<file path="config.mk">
export PLATFORM = sky130hd
export DESIGN_NAME = tri_lza
export DESIGN_NICKNAME = d
export VERILOG_FILES = /design/src/rtl/tri_lza_pkg.sv /design/src/rtl/tri_lza_precode.sv /design/src/rtl/tri_lza_indicator.sv /design/src/rtl/tri_lza_sign.sv /design/src/rtl/tri_lza_lzd.sv /design/src/rtl/tri_lza.sv
export SDC_FILE = /design/constraint.sdc
export NUM_CORES = 1
export LEC_CHECK = 0
export BUFFER_PORTS_ARGS = -buffer_cell sky130_fd_sc_hd__buf_2
export CORE_MARGIN = 5
export CORE_UTILIZATION = 57
export DETAILED_ROUTE_END_ITERATION = 8
export PLACE_DENSITY_LB_ADDON = 0.12
export REMOVE_ABC_BUFFERS = 1
export SYNTH_ARGS = -nofsm -noshare
export SYNTH_HDL_FRONTEND = slang
export SYNTH_SLANG_ARGS = --single-unit
</file>
<file path="constraint.sdc">
create_clock -name clk -period 5.4 [get_ports clk]
set_clock_uncertainty 0.1 [all_clocks]
set_input_delay 0.27 -clock clk [delete_from_list [all_inputs] [get_ports clk]]
set_output_delay 0.27 -clock clk [all_outputs]
set_load 0.05 [all_outputs]
</file>
<file path="src/rtl/tri_lza_pkg.sv">
// Package tri_lza_pkg
// Shared symbol type for the three-operand leading zero anticipator and
// the helper that maps one carry-save bit pair onto a symbol.
// Assumes nothing beyond a single sum bit and a single carry bit per position.
package tri_lza_pkg;

    // One pre-encoded symbol: exactly one of the three flags is set.
    typedef struct packed {
        logic zr;   // both bits clear
        logic tr;   // bits differ
        logic gn;   // both bits set
    } lza_sym_t;

    // Build the symbol of one position from its sum bit and incoming carry bit.
    function automatic lza_sym_t make_sym(input logic sbit, input logic cbit);
        lza_sym_t r;
        r.zr = ~sbit & ~cbit;
        r.tr = sbit ^ cbit;
        r.gn = sbit & cbit;
        return r;
    endfunction

endpackage

</file>
<file path="src/rtl/tri_lza_precode.sv">
// Module tri_lza_precode
// Adds the three operand bits at every position into a digit 0..3 and
// expands it into one-hot indicators. It then forms the zero/transfer/generate
// symbol of each position from that position's digit and the digit one
// place lower. Position N is a virtual sign-extension position built from
// digit N-1. Assumes the operands are two's complement and share one alignment.
module tri_lza_precode
    import tri_lza_pkg::*;
#(
    parameter int N = 16
) (
    input  logic [N-1:0] a_in,
    input  logic [N-1:0] b_in,
    input  logic [N-1:0] c_in,
    output logic [N:0]   sym_z,
    output logic [N:0]   sym_t,
    output logic [N:0]   sym_g
);

    logic [N-1:0] dig_odd;    // digit is 1 or 3
    logic [N-1:0] dig_high;   // digit is 2 or 3 (carries upward)

    genvar i;
    generate
        for (i = 0; i < N; i++) begin : g_digit
            logic [1:0] wsum;
            logic [3:0] ind;

            // Per-position digit and its one-hot indicators.
            always_comb begin
                wsum = {1'b0, a_in[i]} + {1'b0, b_in[i]} + {1'b0, c_in[i]};
                ind  = 4'b0001 << wsum;
                dig_odd[i]  = ind[1] | ind[3];
                dig_high[i] = ind[2] | ind[3];
            end
        end

        for (i = 0; i <= N; i++) begin : g_sym
            lza_sym_t s;
            logic     sb;
            logic     cb;

            // Symbol of position i from digits i and i-1 (virtual at both ends).
            always_comb begin
                sb = (i == N) ? dig_odd[N-1]  : dig_odd[i];
                cb = (i == 0) ? 1'b0          : dig_high[i-1];
                s  = make_sym(sb, cb);
                sym_z[i] = s.zr;
                sym_t[i] = s.tr;
                sym_g[i] = s.gn;
            end
        end
    endgenerate

endmodule

</file>
<file path="src/rtl/tri_lza_indicator.sv">
// Module tri_lza_indicator
// Builds the leading-one indicator vector. Bit i looks at the transfer flag
// one place up and at the zero/generate flags of positions i and i-1. The
// first set bit from the top lies on the leading significant bit of the sum
// or one place above it. Below position 0 a virtual zero symbol is assumed.
module tri_lza_indicator #(
    parameter int N = 16
) (
    input  logic [N:0]   sym_z,
    input  logic [N:0]   sym_t,
    input  logic [N:0]   sym_g,
    output logic [N-1:0] ind_f
);

    genvar i;
    generate
        for (i = 0; i < N; i++) begin : g_f
            logic zlo;
            logic glo;

            // Indicator bit i from the symbol window (i+1, i, i-1).
            always_comb begin
                zlo = (i == 0) ? 1'b1 : sym_z[i-1];
                glo = (i == 0) ? 1'b0 : sym_g[i-1];
                ind_f[i] = ( sym_t[i+1] & ((sym_g[i] & ~zlo) | (sym_z[i] & ~glo)))
                         | (~sym_t[i+1] & ((sym_z[i] & ~zlo) | (sym_g[i] & ~glo)));
            end
        end
    endgenerate

endmodule

</file>
<file path="src/rtl/tri_lza_sign.sv">
// Module tri_lza_sign
// Decides the sign of the sum from the same symbols. From the top, it finds the
// first position whose symbol is not a transfer: if it is a zero, or if there is
// none, the comparison term is set. The sum is negative when the extension symbol
// is a generate, or when it is a transfer and the comparison term is set.
// Assumes the true sum fits in N signed bits.
module tri_lza_sign #(
    parameter int N = 16
) (
    input  logic [N:0] sym_z,
    input  logic [N:0] sym_t,
    input  logic [N:0] sym_g,
    output logic       neg
);

    logic cmp;
    logic run_t;

    // Priority chain over positions N-1 down to 0.
    always_comb begin
        cmp   = 1'b0;
        run_t = 1'b1;
        for (int k = N - 1; k >= 0; k--) begin
            cmp   = cmp | (run_t & sym_z[k]);
            run_t = run_t & sym_t[k];
        end
        cmp = cmp | run_t;
        neg = sym_g[N] | (sym_t[N] & cmp);
    end

endmodule

</file>
<file path="src/rtl/tri_lza_lzd.sv">
// Module tri_lza_lzd
// Recursive leading-zero detector. Each node merges the found flag and partial
// count of its upper and lower halves. The top count bit is simply "upper half
// empty", so it settles first. Assumes W is a power of two, at least 2.
module tri_lza_lzd #(
    parameter int W = 16
) (
    input  logic [W-1:0]         vec,
    output logic                 found,
    output logic [$clog2(W)-1:0] pos
);

    localparam int H  = W / 2;
    localparam int HB = (H > 1) ? $clog2(H) : 1;

    generate
        if (W == 2) begin : g_leaf
            // Two-bit leaf: count is 0 when the upper bit is set.
            always_comb begin
                found = vec[1] | vec[0];
                pos   = ~vec[1];
            end
        end else begin : g_node
            logic          hi_found;
            logic          lo_found;
            logic [HB-1:0] hi_pos;
            logic [HB-1:0] lo_pos;

            tri_lza_lzd #(.W(H)) u_hi (
                .vec   (vec[W-1:H]),
                .found (hi_found),
                .pos   (hi_pos)
            );

            tri_lza_lzd #(.W(H)) u_lo (
                .vec   (vec[H-1:0]),
                .found (lo_found),
                .pos   (lo_pos)
            );

            // Merge halves: upper half wins when it holds a set bit.
            always_comb begin
                found = hi_found | lo_found;
                pos   = hi_found ? {1'b0, hi_pos} : {1'b1, lo_pos};
            end
        end
    endgenerate

endmodule

</file>
<file path="src/rtl/tri_lza.sv">
// Module tri_lza (top)
// Three-operand leading zero anticipator with sign decision and one register
// stage. The count saturates at N with lz_zero set when the indicator vector is
// empty. Assumes two's complement operands whose true sum fits in N signed
// bits, and N >= 4.
module tri_lza #(
    parameter int N = 16
) (
    input  logic                   clk,
    input  logic                   rst_n,
    input  logic                   in_valid,
    input  logic [N-1:0]           op_a,
    input  logic [N-1:0]           op_b,
    input  logic [N-1:0]           op_c,
    output logic                   out_valid,
    output logic [$clog2(N+1)-1:0] lz_count,
    output logic                   lz_zero,
    output logic                   sum_neg
);

    localparam int CW = $clog2(N + 1);
    localparam int PB = $clog2(N);
    localparam int P  = 1 << PB;
    localparam logic [CW-1:0] SAT = CW'(N);

    logic [N:0]    sym_z;
    logic [N:0]    sym_t;
    logic [N:0]    sym_g;
    logic [N-1:0]  ind_f;
    logic [P-1:0]  ind_pad;
    logic          tree_found;
    logic [PB-1:0] tree_pos;
    logic          neg_c;
    logic [CW-1:0] cnt_c;

    tri_lza_precode #(.N(N)) u_pre (
        .a_in  (op_a),
        .b_in  (op_b),
        .c_in  (op_c),
        .sym_z (sym_z),
        .sym_t (sym_t),
        .sym_g (sym_g)
    );

    tri_lza_indicator #(.N(N)) u_ind (
        .sym_z (sym_z),
        .sym_t (sym_t),
        .sym_g (sym_g),
        .ind_f (ind_f)
    );

    tri_lza_sign #(.N(N)) u_sgn (
        .sym_z (sym_z),
        .sym_t (sym_t),
        .sym_g (sym_g),
        .neg   (neg_c)
    );

    // Pad the indicator to a power of two with empty low bits.
    generate
        if (P > N) begin : g_pad
            assign ind_pad = {ind_f, {(P - N){1'b0}}};
        end else begin : g_nopad
            assign ind_pad = ind_f;
        end
    endgenerate

    tri_lza_lzd #(.W(P)) u_lzd (
        .vec   (ind_pad),
        .found (tree_found),
        .pos   (tree_pos)
    );

    // Saturate the count when no indicator bit is set.
    always_comb begin
        cnt_c = tree_found ? CW'(tree_pos) : SAT;
    end

    // Output register stage, loaded only for accepted operand sets.
    always_ff @(posedge clk) begin
        if (!rst_n) begin
            out_valid <= 1'b0;
            lz_count  <= '0;
            lz_zero   <= 1'b0;
            sum_neg   <= 1'b0;
        end else begin
            out_valid <= in_valid;
            if (in_valid) begin
                lz_count <= cnt_c;
                lz_zero  <= ~tree_found;
                sum_neg  <= neg_c;
            end
        end
    end

endmodule

</file>
==> summary.txt <==
Critical path
  – Required @ worst endpoint: between 5 and 6 ns
  – Slowest Stage Delay on Critical Path: between 0.5 and 0.6 ns
  – CP bufs+invs: 3
  – Cells along the critical path: buf_2, inv_1, fa_1, inv_1, ha_1, mux2i_1, a22oi_1, nand4_1, or2_4, nor3_1, o21a_1
  – R2r setup slk: about 4.4 ns
  – Critical path class: in -> reg
  – Crit Path Max Fanout: 4
  – Slowest cell on crit path: fa_1
  – CP startpoint kind: primary input
  – Worst Setup End Kind: flip-flop
  – Critical Path AT: between 2 and 3 ns
  – Top Family by Delay on Critical Path: adder cells
  – CP most frequent cell: inv_1

CTS
  – Worst-Skew Late Latency: 0.26 ns
  – TritonCTS clock tree: yes
  – Post-CTS setup buffers: 0
  – # resized after CTS: 0
  – Number of CTS-inserted buffers: 3
  – Root Buffer: clkbuf_4
  – H-tree depth: 1
  – Clock buffer depth: 2
  – CTS Hold Bufs: 0
  – Register clock-pin slew on the reported worst setup and hold paths: approximately 0.060 ns
  – CTS Sinks: 7

Routing
  – Antenna viol nets, final: 0
  – Detailed-route vias per instance: about 5.1
  – Drt drc: 0
  – Routed WL: between 4000 and 5000 µm
  – Wire length per cell: 11.3 µm
  – Via count: about 1800
  – DRT iter0 DRCs: 80
  – 1st-pass router iterations: 4

Timing
  – Period utilization: 0.483
  – Slew Viols, Final: 0
  – Hold Vio Cnt, Final: 0
  – Fmax achieved: 384 MHz
  – Setup slack after layout: 2.79 ns
  – Slew margin rel.: 0.749
  – Slew @ Worst Pin: roughly 0.38 ns
  – RSZ-0062 raised after global routing: no
  – Final setup violation count: 0
  – Final period demand of the worst path: 2.61 ns
  – Setup_tns: 0 ns

Global routing
  – First-pass GRT wire length: about 7300 µm
  – GRT Total Usage: 0.173
  – Congestion Overflow GR: 0
  – Vias in the first global route: ~1800
  – Pin count of the biggest net entering global routing: 10
  – Antenna violations before repair: 0

Run
  – Max Cap Viol: 0

Logic synthesis
  – Top FF cell, synth: dfxtp_1
  – Yosys cell types: 43
  – Yosys reg bits: 7
  – Gate Count Post-Synth: around 250
  – Synth warnings: 0
  – Post-Syn Area per Cell: 7.87 µm²
  – Asr flop ratio synth: 0
  – Number of synthesized flops with an enable pin: 0
  – Seq/Total Area, Yosys: 0.0701
  – Post-synthesis instance area: about 2000 µm²

Final layout
  – Final nets: 414
  – Most frequent cells in the layout: inv_1 (86), buf_2 (58), ha_1 (31), mux2i_1 (18), fa_1 (16)
  – Area occupied by multi-input gates: around 1500 µm²
  – Final core occ: 0.703
  – Sequential cell area: about 140 µm²
  – Commonest non-fill, non-tap cell in the layout: inv_1
  – Fin cells: 361
  – Area grow syn2layout: 18.3%
  – Fill cell count: 310
  – Fraction of layout cells with a size suffix above 1: 0.219
  – ANT cells: 0

Floorplan
  – FP Rows: 21
  – DIE AREA: between 4000 and 5000 µm²
  – Core ar.: between 3000 and 4000 µm²
  – Height of the die: ~69 µm
  – Starting density of the core: 0.594
  – Die Wd: roughly 69 µm
  – I/O pins: slightly below 60

Place
  – Hpwl dp: approximately 3600 µm
  – Worst Setup Slack post-DPL: 2.54 ns
  – PortBufs: 58
  – RD Place Congestion: 0.818
  – Dpl cells: ~360

Hold path
  – Hold WC Path Type: in -> reg

Run status
  – Outcome: finished clean

Power
  – PwrDens: ~190 nW/µm²
  – Leak: about 1.4 nW
  – Peak VDD IR: 86.1 µV
[cells by family (layout without fill, tap and decap cells)]
logic type / Yosys count / after routing / synth area share
buf+inv: 88 / 149 / 0.167
simple gates: 41 / 41 / 0.119
fa+ha+maj: 47 / 47 / 0.354
mux: 20 / 20 / 0.101
flops: 7 / 7 / 0.0701
compound gates: 51 / 51 / 0.188
[Yosys cell counts, drive strengths merged, types with 4 or more instances]
cell type	count	area [µm²]
nor2b	5	31.3
a221o	5	50.1
inv	87	327
nand2	6	22.5
nand3	4	25.0
ha	31	388
o21ai	8	40.0
a22oi	9	67.6
mux2i	18	180
dfxtp	7	140
a21oi	7	35.0
nor2	8	30.0
nand4	4	25.0
fa	16	320
[worst register-to-register path, stage by stage (launching register included)]
cell and delay, ns:
dfxtp_1 0.33, o21ai_0 0.07, a21oi_1 0.20, o211ai_1 0.12, o2bb2ai_1 0.15
[worst paths after layout]
| path | from | to | cells past startpoint |
|---|---|---|---|
| max reg2reg | sum_neg$_SDFFE_PN0P_ | sum_neg$_SDFFE_PN0P_ | 4 |
| min reg2reg | lz_count[0]$_SDFFE_PN0P_ | lz_count[0]$_SDFFE_PN0P_ | 2 |
| min | rst_n | lz_count[2]$_SDFFE_PN0P_ | 2 |
| max | op_a[12] | lz_count[4]$_SDFFE_PN0P_ | 11 |
[power by group]
part,switching [W],internal [W]
clock network,0.0000207,0.0000283
logic,0.000191,0.000153
registers,0.00000208,0.0000568
total,0.000213,0.000238
[sequential cells by signal (all words and copies together), names as in the netlist]
signal,cells
out_valid,1
lz_count,5
sum_neg,1
[through the flow]
| step | total power, W | area (µm²) | hold WS [ns] |
|---|---|---|---|
| global route | 0.000499 | 2370 | 0.215 |
| CTS | 0.000451 | 2370 | 0.195 |
| global placement | 0.000390 | 2340 | 0.354 |
| detailed placement | 0.000401 | 2340 | 0.346 |
| floorplan | 0.000327 | 1990 | 0.288 |
| finish | 0.000452 | 2370 | 0.196 |
[area by class of cell]
cell class,instances,area share
tap,46,0.0243
multi-input combinational,159,0.645
timing repair buffer,58,0.123
clock buffer,4,0.0111
sequential,7,0.0592
inverter,87,0.138
[routing by layer]
metal	track usage	vias to the layer above	routed length, µm
met4	0.0174	0	4
met3	0.0377	2	302
met2	0.303	69	1890
met1	0.225	808	1870
met5	0	-	0
li1	-	962	-
Power figures use the tool's default switching activity.
